===== src/rtl/i2c_seq_pkg.sv =====
package i2c_seq_pkg;

    typedef enum logic [2:0] {
        OP_NONE    = 3'd0,
        OP_START   = 3'd1,
        OP_RESTART = 3'd2,
        OP_WRITE   = 3'd3,
        OP_RD_ACK  = 3'd4,
        OP_RD_NACK = 3'd5,
        OP_STOP    = 3'd6
    } bus_op_e;

    typedef enum logic [3:0] {
        S_IDLE,
        S_START,
        S_DEV_WR,
        S_SUB,
        S_RESTART,
        S_DEV_RD,
        S_RD,
        S_RD_PUSH,
        S_WR_FETCH,
        S_WR_DATA,
        S_WR_IMM,
        S_STOP
    } seq_state_e;

    function automatic logic [7:0] dev_with_dir(input logic [7:0] dev, input logic rd);
        return {dev[7:1], rd};
    endfunction

endpackage


===== src/rtl/xfer_ticker.sv =====
module xfer_ticker #(
    parameter int DIV = 4
) (
    input  logic clk,
    input  logic rst,
    input  logic run,
    output logic tick
);
    localparam int CW = (DIV > 2) ? $clog2(DIV) : 1;
    localparam logic [CW-1:0] LAST = CW'(DIV - 1);

    logic [CW-1:0] cnt_q;
    logic          tick_q;

    always_ff @(posedge clk) begin
        if (rst) begin
            cnt_q  <= '0;
            tick_q <= 1'b0;
        end else if (!run) begin
            cnt_q  <= '0;
            tick_q <= 1'b0;
        end else begin
            cnt_q  <= (cnt_q == LAST) ? '0 : cnt_q + 1'b1;
            tick_q <= (cnt_q == LAST);
        end
    end

    assign tick = tick_q && run;
endmodule


===== src/rtl/xfer_subaddr.sv =====
module xfer_subaddr #(
    parameter int NB = 4
) (
    input  logic                         clk,
    input  logic                         rst,
    input  logic                         load,
    input  logic [$clog2(NB+1)-1:0]      len_in,
    input  logic [8*NB-1:0]              addr_in,
    input  logic                         advance,
    output logic [7:0]                   byte_o,
    output logic                         last_o,
    output logic                         empty_o
);
    localparam int LW = $clog2(NB + 1);
    localparam int SW = 8 * NB;

    logic [SW-1:0] shreg_q;
    logic [LW-1:0] left_q;
    logic [LW-1:0] len_c;

    assign len_c = (len_in > LW'(NB)) ? LW'(NB) : len_in;

    always_ff @(posedge clk) begin
        if (rst) begin
            shreg_q <= '0;
            left_q  <= '0;
        end else if (load) begin
            shreg_q <= addr_in << (8 * (NB - int'(len_c)));
            left_q  <= len_c;
        end else if (advance && left_q != '0) begin
            shreg_q <= shreg_q << 8;
            left_q  <= left_q - 1'b1;
        end
    end

    assign byte_o  = shreg_q[SW-1 -: 8];
    assign last_o  = (left_q == LW'(1));
    assign empty_o = (left_q == '0);
endmodule


===== src/rtl/xfer_ctrl.sv =====
module xfer_ctrl
    import i2c_seq_pkg::*;
#(
    parameter int CNT_W = 8
) (
    input  logic             clk,
    input  logic             rst,
    input  logic             req_valid,
    input  logic             req_read,
    input  logic [7:0]       req_dev,
    input  logic [CNT_W-1:0] req_count,
    input  logic [7:0]       req_imm,
    output logic             req_taken,
    input  logic [7:0]       sub_byte,
    input  logic             sub_last,
    input  logic             sub_empty,
    output logic             sub_load,
    output logic             sub_adv,
    input  logic [7:0]       wr_data,
    input  logic             wr_valid,
    output logic             wr_ready,
    output logic [7:0]       rd_data,
    output logic             rd_valid,
    input  logic             rd_ready,
    output logic             op_valid,
    output bus_op_e          op_code,
    output logic [7:0]       op_byte,
    input  logic             op_done,
    input  logic             op_nack,
    input  logic [7:0]       op_rdata,
    output logic             busy,
    output logic             error,
    output logic             tx_done,
    output logic             rx_done,
    output logic             err_pulse
);
    localparam logic [CNT_W-1:0] ONE = CNT_W'(1);

    seq_state_e       state_q, state_d, after_sub;
    logic             is_rd_q, busy_q, error_q, abort_q;
    logic [7:0]       dev_q, imm_q, dbuf_q;
    logic [CNT_W-1:0] left_q;
    logic             accept, nack_abort;
    logic             tx_q, rx_q, er_q;

    assign accept    = req_valid && !busy_q;
    assign req_taken = accept;
    assign sub_load  = accept;
    assign after_sub = is_rd_q ? S_RESTART : ((left_q == '0) ? S_WR_IMM : S_WR_FETCH);

    always_comb begin
        state_d    = state_q;
        op_valid   = 1'b0;
        op_code    = OP_NONE;
        op_byte    = 8'h00;
        wr_ready   = 1'b0;
        rd_valid   = 1'b0;
        sub_adv    = 1'b0;
        nack_abort = 1'b0;
        unique case (state_q)
            S_IDLE: if (accept) state_d = S_START;
            S_START: begin
                op_valid = 1'b1;
                op_code  = OP_START;
                if (op_done) state_d = S_DEV_WR;
            end
            S_DEV_WR: begin
                op_valid = 1'b1;
                op_code  = OP_WRITE;
                op_byte  = dev_with_dir(dev_q, 1'b0);
                if (op_done) begin
                    nack_abort = op_nack;
                    if (op_nack)         state_d = S_STOP;
                    else if (!sub_empty) state_d = S_SUB;
                    else                 state_d = after_sub;
                end
            end
            S_SUB: begin
                op_valid = 1'b1;
                op_code  = OP_WRITE;
                op_byte  = sub_byte;
                if (op_done) begin
                    sub_adv    = 1'b1;
                    nack_abort = op_nack;
                    if (op_nack)       state_d = S_STOP;
                    else if (sub_last) state_d = after_sub;
                end
            end
            S_RESTART: begin
                op_valid = 1'b1;
                op_code  = OP_RESTART;
                if (op_done) state_d = S_DEV_RD;
            end
            S_DEV_RD: begin
                op_valid = 1'b1;
                op_code  = OP_WRITE;
                op_byte  = dev_with_dir(dev_q, 1'b1);
                if (op_done) begin
                    nack_abort = op_nack;
                    state_d    = op_nack ? S_STOP : S_RD;
                end
            end
            S_RD: begin
                op_valid = 1'b1;
                op_code  = (left_q == ONE) ? OP_RD_NACK : OP_RD_ACK;
                if (op_done) state_d = S_RD_PUSH;
            end
            S_RD_PUSH: begin
                rd_valid = 1'b1;
                if (rd_ready) state_d = (left_q == ONE) ? S_STOP : S_RD;
            end
            S_WR_FETCH: begin
                wr_ready = 1'b1;
                if (wr_valid) state_d = S_WR_DATA;
            end
            S_WR_DATA: begin
                op_valid = 1'b1;
                op_code  = OP_WRITE;
                op_byte  = dbuf_q;
                if (op_done) begin
                    nack_abort = op_nack;
                    if (op_nack || left_q == ONE) state_d = S_STOP;
                    else                          state_d = S_WR_FETCH;
                end
            end
            S_WR_IMM: begin
                op_valid = 1'b1;
                op_code  = OP_WRITE;
                op_byte  = imm_q;
                if (op_done) begin
                    nack_abort = op_nack;
                    state_d    = S_STOP;
                end
            end
            S_STOP: begin
                op_valid = 1'b1;
                op_code  = OP_STOP;
                if (op_done) state_d = S_IDLE;
            end
            default: state_d = S_IDLE;
        endcase
    end

    always_ff @(posedge clk) begin
        if (rst) begin
            state_q <= S_IDLE;
            is_rd_q <= 1'b0;
            busy_q  <= 1'b0;
            error_q <= 1'b0;
            abort_q <= 1'b0;
            dev_q   <= '0;
            imm_q   <= '0;
            dbuf_q  <= '0;
            left_q  <= '0;
            tx_q    <= 1'b0;
            rx_q    <= 1'b0;
            er_q    <= 1'b0;
        end else begin
            state_q <= state_d;
            tx_q    <= 1'b0;
            rx_q    <= 1'b0;
            er_q    <= 1'b0;
            if (accept) begin
                is_rd_q <= req_read;
                dev_q   <= req_dev;
                imm_q   <= req_imm;
                left_q  <= (req_read && req_count == '0) ? ONE : req_count;
                busy_q  <= 1'b1;
                error_q <= 1'b0;
                abort_q <= 1'b0;
            end
            if (nack_abort) abort_q <= 1'b1;
            if (state_q == S_RD && op_done)          dbuf_q <= op_rdata;
            if (state_q == S_WR_FETCH && wr_valid)   dbuf_q <= wr_data;
            if (state_q == S_RD_PUSH && rd_ready)    left_q <= left_q - 1'b1;
            if (state_q == S_WR_DATA && op_done && !op_nack) left_q <= left_q - 1'b1;
            if (state_q == S_STOP && op_done) begin
                busy_q  <= 1'b0;
                error_q <= abort_q;
                er_q    <= abort_q;
                rx_q    <= !abort_q && is_rd_q;
                tx_q    <= !abort_q && !is_rd_q;
            end
        end
    end

    assign busy      = busy_q;
    assign error     = error_q;
    assign rd_data   = dbuf_q;
    assign tx_done   = tx_q;
    assign rx_done   = rx_q;
    assign err_pulse = er_q;
endmodule


===== src/rtl/i2c_reg_sequencer.sv =====
module i2c_reg_sequencer
    import i2c_seq_pkg::*;
#(
    parameter int SUB_BYTES = 4,
    parameter int CNT_W     = 8,
    parameter int TICK_DIV  = 4,
    localparam int SUB_W    = 8 * SUB_BYTES,
    localparam int LEN_W    = $clog2(SUB_BYTES + 1)
) (
    input  logic             clk,
    input  logic             rst,
    input  logic             req_valid,
    input  logic             req_read,
    input  logic [7:0]       req_dev,
    input  logic [SUB_W-1:0] req_sub,
    input  logic [LEN_W-1:0] req_sub_len,
    input  logic [CNT_W-1:0] req_count,
    input  logic [7:0]       req_imm,
    output logic             req_taken,
    input  logic [7:0]       wr_data,
    input  logic             wr_valid,
    output logic             wr_ready,
    output logic [7:0]       rd_data,
    output logic             rd_valid,
    input  logic             rd_ready,
    output logic             tick_run,
    output logic             bus_tick,
    output logic             op_valid,
    output logic [2:0]       op_code,
    output logic [7:0]       op_byte,
    input  logic             op_done,
    input  logic             op_nack,
    input  logic [7:0]       op_rdata,
    output logic             busy,
    output logic             error,
    output logic             tx_done,
    output logic             rx_done,
    output logic             err_pulse
);
    logic       sub_load, sub_adv, sub_last, sub_empty;
    logic [7:0] sub_byte;
    bus_op_e    op_kind;

    xfer_subaddr #(.NB(SUB_BYTES)) u_sub (
        .clk     (clk),
        .rst     (rst),
        .load    (sub_load),
        .len_in  (req_sub_len),
        .addr_in (req_sub),
        .advance (sub_adv),
        .byte_o  (sub_byte),
        .last_o  (sub_last),
        .empty_o (sub_empty)
    );

    xfer_ctrl #(.CNT_W(CNT_W)) u_ctrl (
        .clk       (clk),
        .rst       (rst),
        .req_valid (req_valid),
        .req_read  (req_read),
        .req_dev   (req_dev),
        .req_count (req_count),
        .req_imm   (req_imm),
        .req_taken (req_taken),
        .sub_byte  (sub_byte),
        .sub_last  (sub_last),
        .sub_empty (sub_empty),
        .sub_load  (sub_load),
        .sub_adv   (sub_adv),
        .wr_data   (wr_data),
        .wr_valid  (wr_valid),
        .wr_ready  (wr_ready),
        .rd_data   (rd_data),
        .rd_valid  (rd_valid),
        .rd_ready  (rd_ready),
        .op_valid  (op_valid),
        .op_code   (op_kind),
        .op_byte   (op_byte),
        .op_done   (op_done),
        .op_nack   (op_nack),
        .op_rdata  (op_rdata),
        .busy      (busy),
        .error     (error),
        .tx_done   (tx_done),
        .rx_done   (rx_done),
        .err_pulse (err_pulse)
    );

    assign op_code  = op_kind;
    assign tick_run = busy;

    xfer_ticker #(.DIV(TICK_DIV)) u_tick (
        .clk  (clk),
        .rst  (rst),
        .run  (tick_run),
        .tick (bus_tick)
    );
endmodule


===== config.mk =====
export PLATFORM = sky130hd
export DESIGN_NAME = i2c_reg_sequencer
export DESIGN_NICKNAME = d
export VERILOG_FILES = /design/src/rtl/i2c_seq_pkg.sv /design/src/rtl/xfer_ticker.sv /design/src/rtl/xfer_subaddr.sv /design/src/rtl/xfer_ctrl.sv /design/src/rtl/i2c_reg_sequencer.sv
export SDC_FILE = /design/constraint.sdc
export NUM_CORES = 1
export LEC_CHECK = 0
export ABC_AREA = 1
export BUFFER_PORTS_ARGS = -buffer_cell sky130_fd_sc_hd__buf_2
export CORE_ASPECT_RATIO = 1.25
export CORE_MARGIN = 2
export CORE_UTILIZATION = 40
export DETAILED_ROUTE_END_ITERATION = 8
export PLACE_DENSITY = 0.68
export SLEW_MARGIN = 20
export SYNTH_ARGS = -nofsm -noshare
export SYNTH_HDL_FRONTEND = slang
export SYNTH_SLANG_ARGS = --single-unit
export TNS_END_PERCENT = 5

===== constraint.sdc =====
create_clock -name clk -period 3.1 [get_ports clk]
set_input_delay 0.62 -clock clk [delete_from_list [all_inputs] [get_ports clk]]
set_output_delay 0.62 -clock clk [all_outputs]
set_load 0.03 [all_outputs]

==> results of run 1 <==
-- how the worst max path moves through the flow --
stage	start	end	depth (start not counted)
floorplan	req_sub_len[2]	u_sub.shreg_q[21]	11
global placement	req_sub_len[2]	u_sub.shreg_q[2]	9
detailed placement	req_sub_len[2]	u_sub.shreg_q[14]	9
CTS	u_ctrl.state_q[1]	op_code[0]	7
global route	u_ctrl.state_q[1]	op_code[1]	7
finish	u_ctrl.state_q[1]	op_code[1]	7
-- worst max-delay path: stages (launching register included) --
cell	delay [ns]
dfxtp_1	0.50
nand2_1	0.19
nor2_4	0.28
nor2_1	0.14
nand3_1	0.11
inv_1	0.07
o211ai_1	0.11
buf_2	0.25
-- cells by family after synthesis --
group	share of synthesized area, %
buffers and inverters	8.76
AO/OA/AOI/OAI	21.3
AND/OR/NAND/NOR	31.2
flip-flops	35.1
XOR/XNOR	1.35
adder cells (fa/ha/maj)	2.20
-- metrics by stage --
stage | hold WS, ns | cell area [µm²] | setup slack [ns]
6_report | 0.425 | 5430 | 0.494
5_1_grt | 0.446 | 5430 | 0.372
4_1_cts | 0.429 | 5430 | 0.515
3_5_place_dp | 0.417 | 5160 | 0.434
3_3_place_gp | 0.408 | 5160 | 0.467
2_1_floorplan | 0.399 | 4560 | 0.807
-- synthesized netlist by cell type (all sizes together) (7+ instances only) --
library cell  number
nand2            161
o21ai             97
nor2              89
dfxtp             80
a21oi             68
inv               62
nand3             48
clkbuf            18
buf               14
nand4             11
ha                 8
nor3               8
xor2               7
-- sequential cells by signal, summed over array words and instances (netlist names), 2 cells and up --
| name | cells |
|---|---|
| u_tick.cnt_q | 2 |
| u_ctrl.left_q | 8 |
| u_sub.shreg_q | 32 |
| u_ctrl.rd_data | 8 |
| u_sub.left_q | 3 |
| u_ctrl.imm_q | 8 |
| u_ctrl.dev_q | 7 |
| u_ctrl.state_q | 4 |
-- power by group through the flow --
stage | clock, W | sequential (W) | combinational (W)
6_report | 0.000985 | 0.00117 | 0.000798
5_1_grt | 0.00104 | 0.00118 | 0.000894
4_1_cts | 0.00100 | 0.00117 | 0.000800
3_5_place_dp | 0 | 0.00119 | 0.000795
3_3_place_gp | 0 | 0.00119 | 0.000787
2_1_floorplan | 0 | 0.00118 | 0.000572
-- layout by cell type (no fill, tap or decap), types with 2 or more instances in the layout --
master,netlist,final
o21ai_0,90,90
ha_1,8,8
o21a_1,6,6
nor2_1,79,79
xor2_1,7,7
inv_2,6,6
a21oi_1,67,67
nand3_1,46,46
clkinv_2,0,2
a31oi_1,3,3
inv_1,55,55
inv_6,0,2
nand4_1,11,11
dfxtp_1,80,80
buf_4,2,5
nor2_4,5,5
buf_2,7,111
nand2_4,4,4
o21ai_1,7,7
nand2_1,152,152
clkbuf_16,0,9
nand2_2,5,5
nor2_2,4,4
nor3_1,7,7
-- routing by layer --
metal / vias to the layer above / part of all wire [%]
met5: - / 0
met4: 0 / 1.2
met3: 13 / 6.3
met2: 173 / 48
met1: 2152 / 45
li1: 2466 / -
-- layout make-up --
class,instances,area (µm²),area share (%)
flip-flops and latches,80,1600,29.5
clock inverters,6,43.8,0.807
clock buffers,9,225,4.15
well taps,135,169,3.11
multi-input cells,514,2560,47.1
inverters,63,239,4.40
repair buffers,116,593,10.9
==> summary.txt, run 1 <==
Run status = complete, no violations
Number of diodes = 0
Setup Viol. Count Final = 0
Net switching power = 0.00105 W
Wire length per cell = 13.8 µm
Clk_skew = 0.00426 ns
ANT nets after route = 0
Post-synth top area cell = dfxtp_1
Final Hold Viols = 0
Hold Path Stages = 1
Clock buffer depth = 2
Power Dens Cells = 544 mW/mm²
Vias in the first global route = 4,379
Slew Limit Fails = 0
# fillers = 1,140
# clock sinks = 80
M3 GR Usage = 2.94%
Largest net degree at the start of global routing = 58
Worst R2R Start = u_ctrl.state_q[1]
Clock share of power = 33.4%
Core ar. = 0.0111 mm²
Share of post-route cells with drive strength above 1 = 20.8%
Yosys top cell area share = 35.1%
Leak = 2.54 nW
Sw Ratio = 35.6%
Crit Reg-Reg Endpoint = u_sub.left_q[1]
Arr. time, crit path = 1.99 ns
Worst setup path class = reg2out
PortBufs = 111
Routability cong. = 0.905
Critical path peak fanout = 10
Final Power = 0.00295 W
Global route overflow = 0
Post-Syn Area = 0.00456 mm²
Ys async rst share = 0%
Fmax = 384 MHz
Worst reg2reg setup slack = 1.01 ns
Nets = 875
Top cells by area, synth = dfxtp_1, nand2_1, o21ai_0
VDD IR max = 0.000228 V
Synth-to-Final Area Change = 19.1%
GR met2 Demand/Resource = 35.0%
Routed vias/inst = 5.20
Vias = 4,804
CTS buffer count = 9
Syn Area/Cell = 6.61 µm²
GRT Total Usage = 20.8%
Final cell count without fillers = 923
Worst skew pair latency = 0.34 ns
Crit share post-route = 84.1%
Mapped Cells = 689
# placed instances = 908
Die width = 99.5 µm
CTS tree = yes
Setup bufs post-CTS = 0
Worst r2r path cells = 7
Pint = 0.00190 W
CP required = 2.48 ns
Final WL = 12.7 mm
CP endpoint kind = output pin
Hold endpoint = u_tick.cnt_q[0]
Setup_tns = 0 ns
Boundary pin count = 113
GRT busiest layer = met2
Post-synth EDFFs = 0
Worst rel slew slack = 58.9%
Initial antenna violation count = 0
Initial DRC Count = 245
First-pass GRT wire length = 20.7 mm
Die Area = 0.0123 mm²
Worst Min Path Start = u_tick.cnt_q[0]
Clock transition at the registers of the reported paths = 0.06 ns
Initial Util = 41.1%
Combinational power share = 27.0%
# DRC = 0
Synth warnings = 0
RSZ-0062 raised after global routing = false
CP startpoint kind = flop
Slew @ Worst Pin = 0.617 ns
Seq/Total Area, Yosys = 35.1%
Syn_nets = 780
Met1 Resource Use GR = 27.3%
Core Rows = 43
Post-CTS Resized = 0
Die H = 123 µm
Post-route minimum period = 2.61 ns
Hold crit path type = reg2reg
H-Tree Depth = 3
Max-Cap Viols = 0
DRT Pass-1 Iters = 7
Post-DP HPWL = 9.56 mm
Util after Layout = 49.0%
Cts hold-fix bufs = 0
Main synth FF type = dfxtp_1
Yosys reg bits = 80
Clock Root Buffer = clkbuf_16
Post-synth cell types = 40
Part of the power in registers = 39.6%
Power figures use the tool's default switching activity.
==> run 2, diff against run 1 <==
--- a/config.mk
+++ b/config.mk
@@ -5,7 +5,7 @@
 export SDC_FILE = /design/constraint.sdc
 export NUM_CORES = 1
 export LEC_CHECK = 0
-export ABC_AREA = 1
+export ABC_AREA = 0
 export BUFFER_PORTS_ARGS = -buffer_cell sky130_fd_sc_hd__buf_2
 export CORE_ASPECT_RATIO = 1.25
 export CORE_MARGIN = 2
==> constraint.sdc (replaced) <==
create_clock -name clk -period 2.5 [get_ports clk]
set_input_delay 0.5 -clock clk [delete_from_list [all_inputs] [get_ports clk]]
set_output_delay 0.5 -clock clk [all_outputs]
set_load 0.03 [all_outputs]
==> summary.txt, run 2 <==
Reg with most FFs = u_sub.shreg_q
Final Power = 0.00397 W
Part of the power in registers = 37.4%
CP required = 2.00 ns
Worst r2r path cells = 6
Share of post-route cells with drive strength above 1 = 25.4%
Boundary pin count = 113
Clock buffer depth = 2
Worst R2R Start = u_ctrl.state_q[1]
Yosys reg bits = 80
Hold Path Stages = 3
Setup_tns = 0 ns
Post-synth EDFFs = 0
Final WL = 11.9 mm
# clock sinks = 80
Post-synth cell types = 64
Synth warnings = 0
# fillers = 1,071
Wire length per cell = 14.9 µm
Nets = 751
Mapped Cells = 564
Clock transition at the registers of the reported paths = 0.06 ns
Worst rel slew slack = 41.9%
Critical path peak fanout = 7
Worst skew pair latency = 0.34 ns
Synth-to-Final Area Change = 22.6%
Commonest non-fill, non-tap cell in the layout = buf_2
Net switching power = 0.00137 W
Worst Setup SP = u_ctrl.left_q[4]
Most frequent cell after synthesis = nand2_1
Main synth FF type = dfxtp_1
Post-route cell area = 0.00550 mm²
Sw Ratio = 34.5%
ANT nets after route = 0
Slew @ Worst Pin = 0.872 ns
Post-DP HPWL = 8.68 mm
Worst Min Path Start = req_dev[3]
Hold crit path type = in2reg
Yosys top cell area share = 35.7%
Util after Layout = 49.9%
Largest net degree at the start of global routing = 60
Core ar. = 0.0110 mm²
Worst setup path class = reg2out
Crit share post-route = 94.5%
Die Area = 0.0121 mm²
Global route overflow = 0
Final Hold Viols = 0
Slew Limit Fails = 0
Max-Cap Viols = 0
CP startpoint kind = flop
RSZ-0062 raised after global routing = false
DRT Pass-1 Iters = 7
Synth top cells by count = nand2_1, dfxtp_1, nor2_1, a21oi_1, mux2i_1
Post-Syn Area = 0.00449 mm²
Die H = 122 µm
Initial Util = 40.7%
Syn_nets = 655
Setup Viol. Count Final = 0
Die width = 98.7 µm
PortBufs = 111
Initial DRC Count = 290
CTS tree = yes
Fmax = 423 MHz
CP endpoint kind = output pin
First-pass GRT wire length = 20.0 mm
Number of diodes = 0
Most frequent cells in the layout = buf_2, nand2_1, dfxtp_1, nor2_1, a21oi_1
Routed vias/inst = 5.63
Max reg flops = 32
Post-route minimum period = 2.36 ns
H-Tree Depth = 3
VDD IR max = 0.000291 V
Routability cong. = 0.850
Power Dens Cells = 721 mW/mm²
Initial antenna violation count = 0
Core Rows = 43
Final setup margin = 0.136 ns
# DRC = 0
Arr. time, crit path = 1.86 ns
Clock Root Buffer = clkbuf_16
Post-synth top area cell = dfxtp_1
Leak = 2.29 nW
Setup WS pre-CTS = 0.284 ns
Pint = 0.00260 W
Top cells by area, synth = dfxtp_1, mux2i_1, nand2_1
Cts hold-fix bufs = 0
Combinational power share = 31.3%
Seq/Total Area, Yosys = 35.7%
Syn Area/Cell = 7.96 µm²
Vias = 4,503
GRT Total Usage = 20.2%
Run status = complete, no violations
Post-DP Area = 0.00516 mm²
CTS buffer count = 9
Clk_skew = 0.00619 ns
Vias in the first global route = 4,273
Ys async rst share = 0%
Clock share of power = 31.2%
==> run 2: layout make-up <==
cell class	instances	area [µm²]	area share, %
multi-input cells	423	2650	48.1
flip-flops and latches	80	1610	29.2
repair buffers	133	746	13.6
clock buffers	12	256	4.66
well taps	135	169	3.07
inverters	13	48.8	0.887
clock inverters	4	28.8	0.523
==> run 2: worst paths after layout <==
path                      end  slack [ns]
max                op_code[0]        0.14
min           u_ctrl.dev_q[3]        0.40
max reg2reg  u_ctrl.left_q[3]        0.42
min reg2reg   u_tick.cnt_q[0]        0.43
==> run 2: power groups by stage <==
stage / logic, W / registers (W) / clock network, W
after floorplan: 0.000883 / 0.00148 / 0
after global placement: 0.00118 / 0.00150 / 0
after detailed placement: 0.00120 / 0.00151 / 0
after CTS: 0.00121 / 0.00148 / 0.00127
after global routing: 0.00137 / 0.00150 / 0.00131
final: 0.00124 / 0.00148 / 0.00124
==> run 2: stage by stage <==
step	hold slack [ns]	instances
global placement	0.414	782
global route	0.412	800
floorplan	0.407	564
CTS	0.394	800
detailed placement	0.425	782
finish	0.396	800
==> run 2: worst max-delay path, cell delays in order, from the launching register on <==
cell	delay (ns)
dfxtp_1	0.38
nor4_4	0.32
nand3_1	0.18
nand2_1	0.11
a21oi_1	0.07
a311oi_2	0.22
buf_2	0.24
==> run 2: what timing repair did <==
item,in CTS,in global routing
resized for setup,1,8
pin swaps,1,0
gates cloned,0,0
setup buffers,2,0
setup endpoints to repair,8,8
==> run 2: cells by family (layout without fill, tap and decap cells) <==
family,Yosys count,in the layout,share of synthesized area (%)
compound gates,143,143,22.4
xor+xnor,3,3,0.586
fa+ha+maj,8,8,2.23
buf+inv,61,162,6.13
flops,80,80,35.7
mux,34,34,7.59
simple gates,235,235,25.4
==> run 2: metal layers <==
layer  part of all wire (%)  vias to the layer above  track usage [%]
met5                      0                        -                0
met3                    6.5                       22             2.85
met4                    2.0                        0             8.99
met2                     46                      189             32.8
met1                     45                     2029             26.7
li1                       -                     2263                -
==> run 3, diff against run 2 <==
==> constraint.sdc (replaced) <==
create_clock -name clk -period 2.85 [get_ports clk]
set_input_delay 0.57 -clock clk [delete_from_list [all_inputs] [get_ports clk]]
set_output_delay 0.57 -clock clk [all_outputs]
set_load 0.01 [all_outputs]
==> summary.txt, run 3 (same netlist as run 2, synthesis figures left out) <==
Synth-to-Final Area Change = 21.6%
GRT Total Usage = 20.6%
Final WL = 12.3 mm
Setup_tns = 0 ns
# placed instances = 783
DRT Pass-1 Iters = 7
Post-route minimum period = 2.70 ns
Vias in the first global route = 4,223
Part of the power in registers = 38.2%
Largest net degree at the start of global routing = 48
Commonest non-fill, non-tap cell in the layout = buf_2
Number of diodes = 0
PortBufs = 111
First-pass GRT wire length = 20.4 mm
# DRC = 0
Share of post-route cells with drive strength above 1 = 24.4%
Worst reg2reg setup slack = 0.53 ns
Initial DRC Count = 336
Net switching power = 0.00115 W
Clock share of power = 32.0%
Die Area = 0.0121 mm²
Initial antenna violation count = 1
Setup Viol. Count Final = 0
Crit share post-route = 94.8%
Global route overflow = 0
Reg with most FFs = u_sub.shreg_q
Routed vias/inst = 5.67
Post-DP HPWL = 8.97 mm
CP startpoint kind = flop
Run status = complete, no violations
Wire length per cell = 15.3 µm
Fmax = 370 MHz
Core ar. = 0.0110 mm²
Clk_skew = 0.00594 ns
Initial Util = 40.7%
Clock buffer depth = 2
Boundary pin count = 113
Max reg flops = 32
Clock Root Buffer = clkbuf_16
H-Tree Depth = 3
Final setup margin = 0.149 ns
Leak = 2.28 nW
Pint = 0.00225 W
Most frequent cells in the layout = buf_2, nand2_1, dfxtp_1, nor2_1, a21oi_1
Cts hold-fix bufs = 0
Nets = 750
Final cell count without fillers = 799
CTS tree = yes
Critical path peak fanout = 18
Slew Limit Fails = 0
CP endpoint kind = output pin
Vias = 4,529
Die H = 122 µm
# clock sinks = 80
Setup bufs post-CTS = 0
CTS buffer count = 9
Slew @ Worst Pin = 0.687 ns
VDD IR max = 0.000255 V
Setup WS pre-CTS = 0.524 ns
Hold crit path type = reg2reg
Routability cong. = 0.886
Power Dens Cells = 624 mW/mm²
Hold WS = 0.432 ns
CP required = 2.28 ns
Arr. time, crit path = 2.13 ns
Worst rel slew slack = 54.2%
Worst setup path class = reg2out
RSZ-0062 raised after global routing = false
Combinational power share = 29.8%
Die width = 98.7 µm
Clock transition at the registers of the reported paths = 0.06 ns
Post-CTS Resized = 0
Core Rows = 43
Final Hold Viols = 0
Max-Cap Viols = 0
Sw Ratio = 33.8%
Worst skew pair latency = 0.34 ns
ANT nets after route = 0
## run 3: worst max-delay path: stages, from the launching register on
cell and delay (ns):
dfxtp_1 0.72, nand2b_1 0.28, nor2_1 0.06, buf_4 0.16, a222oi_1 0.32, nand2_1 0.09, buf_2 0.15
## run 3: per-layer routing
layer / track usage [%] / routed length, µm / up-vias
met5: 0 / 11 / -
met4: 6.76 / 230 / 2
met3: 4.10 / 884 / 26
met2: 33.5 / 5780 / 189
met1: 27.4 / 5350 / 2055
li1: - / - / 2257
## run 3: power groups by stage
stage	Clock (W)	Combinational (W)	Sequential (W)
global placement	0	0.000981	0.00132
global route	0.00116	0.00112	0.00131
floorplan	0	0.000711	0.00128
finish	0.00109	0.00102	0.00130
detailed placement	0	0.000997	0.00132
CTS	0.00111	0.00101	0.00130
## run 3: through the flow
stage	power, W	area [µm²]	utilization [%]
after detailed placement	0.00232	5170	46.9
after CTS	0.00341	5450	49.4
after global routing	0.00360	5450	49.4
after global placement	0.00230	5170	46.9
after floorplan	0.00199	4490	-
final	0.00340	5450	49.4
## run 3: worst paths after layout
check,depth (start not counted),startpoint,to
setup / recovery,6,u_ctrl.state_q[2],op_byte[2]
hold / removal,1,u_tick.cnt_q[0],u_tick.cnt_q[0]
setup reg to reg,5,u_ctrl.state_q[1],u_sub.shreg_q[26]
hold reg to reg,1,u_tick.cnt_q[0],u_tick.cnt_q[0]
## run 3: layout make-up
type                       count  area, µm²
multi-input combinational    423       2620
sequential                    80       1600
timing repair buffer         132        738
clock buffer                  11        243
tap                          135        169
fill                        1078       5580
inverter                      13       48.8
clock inverter                 5       38.8
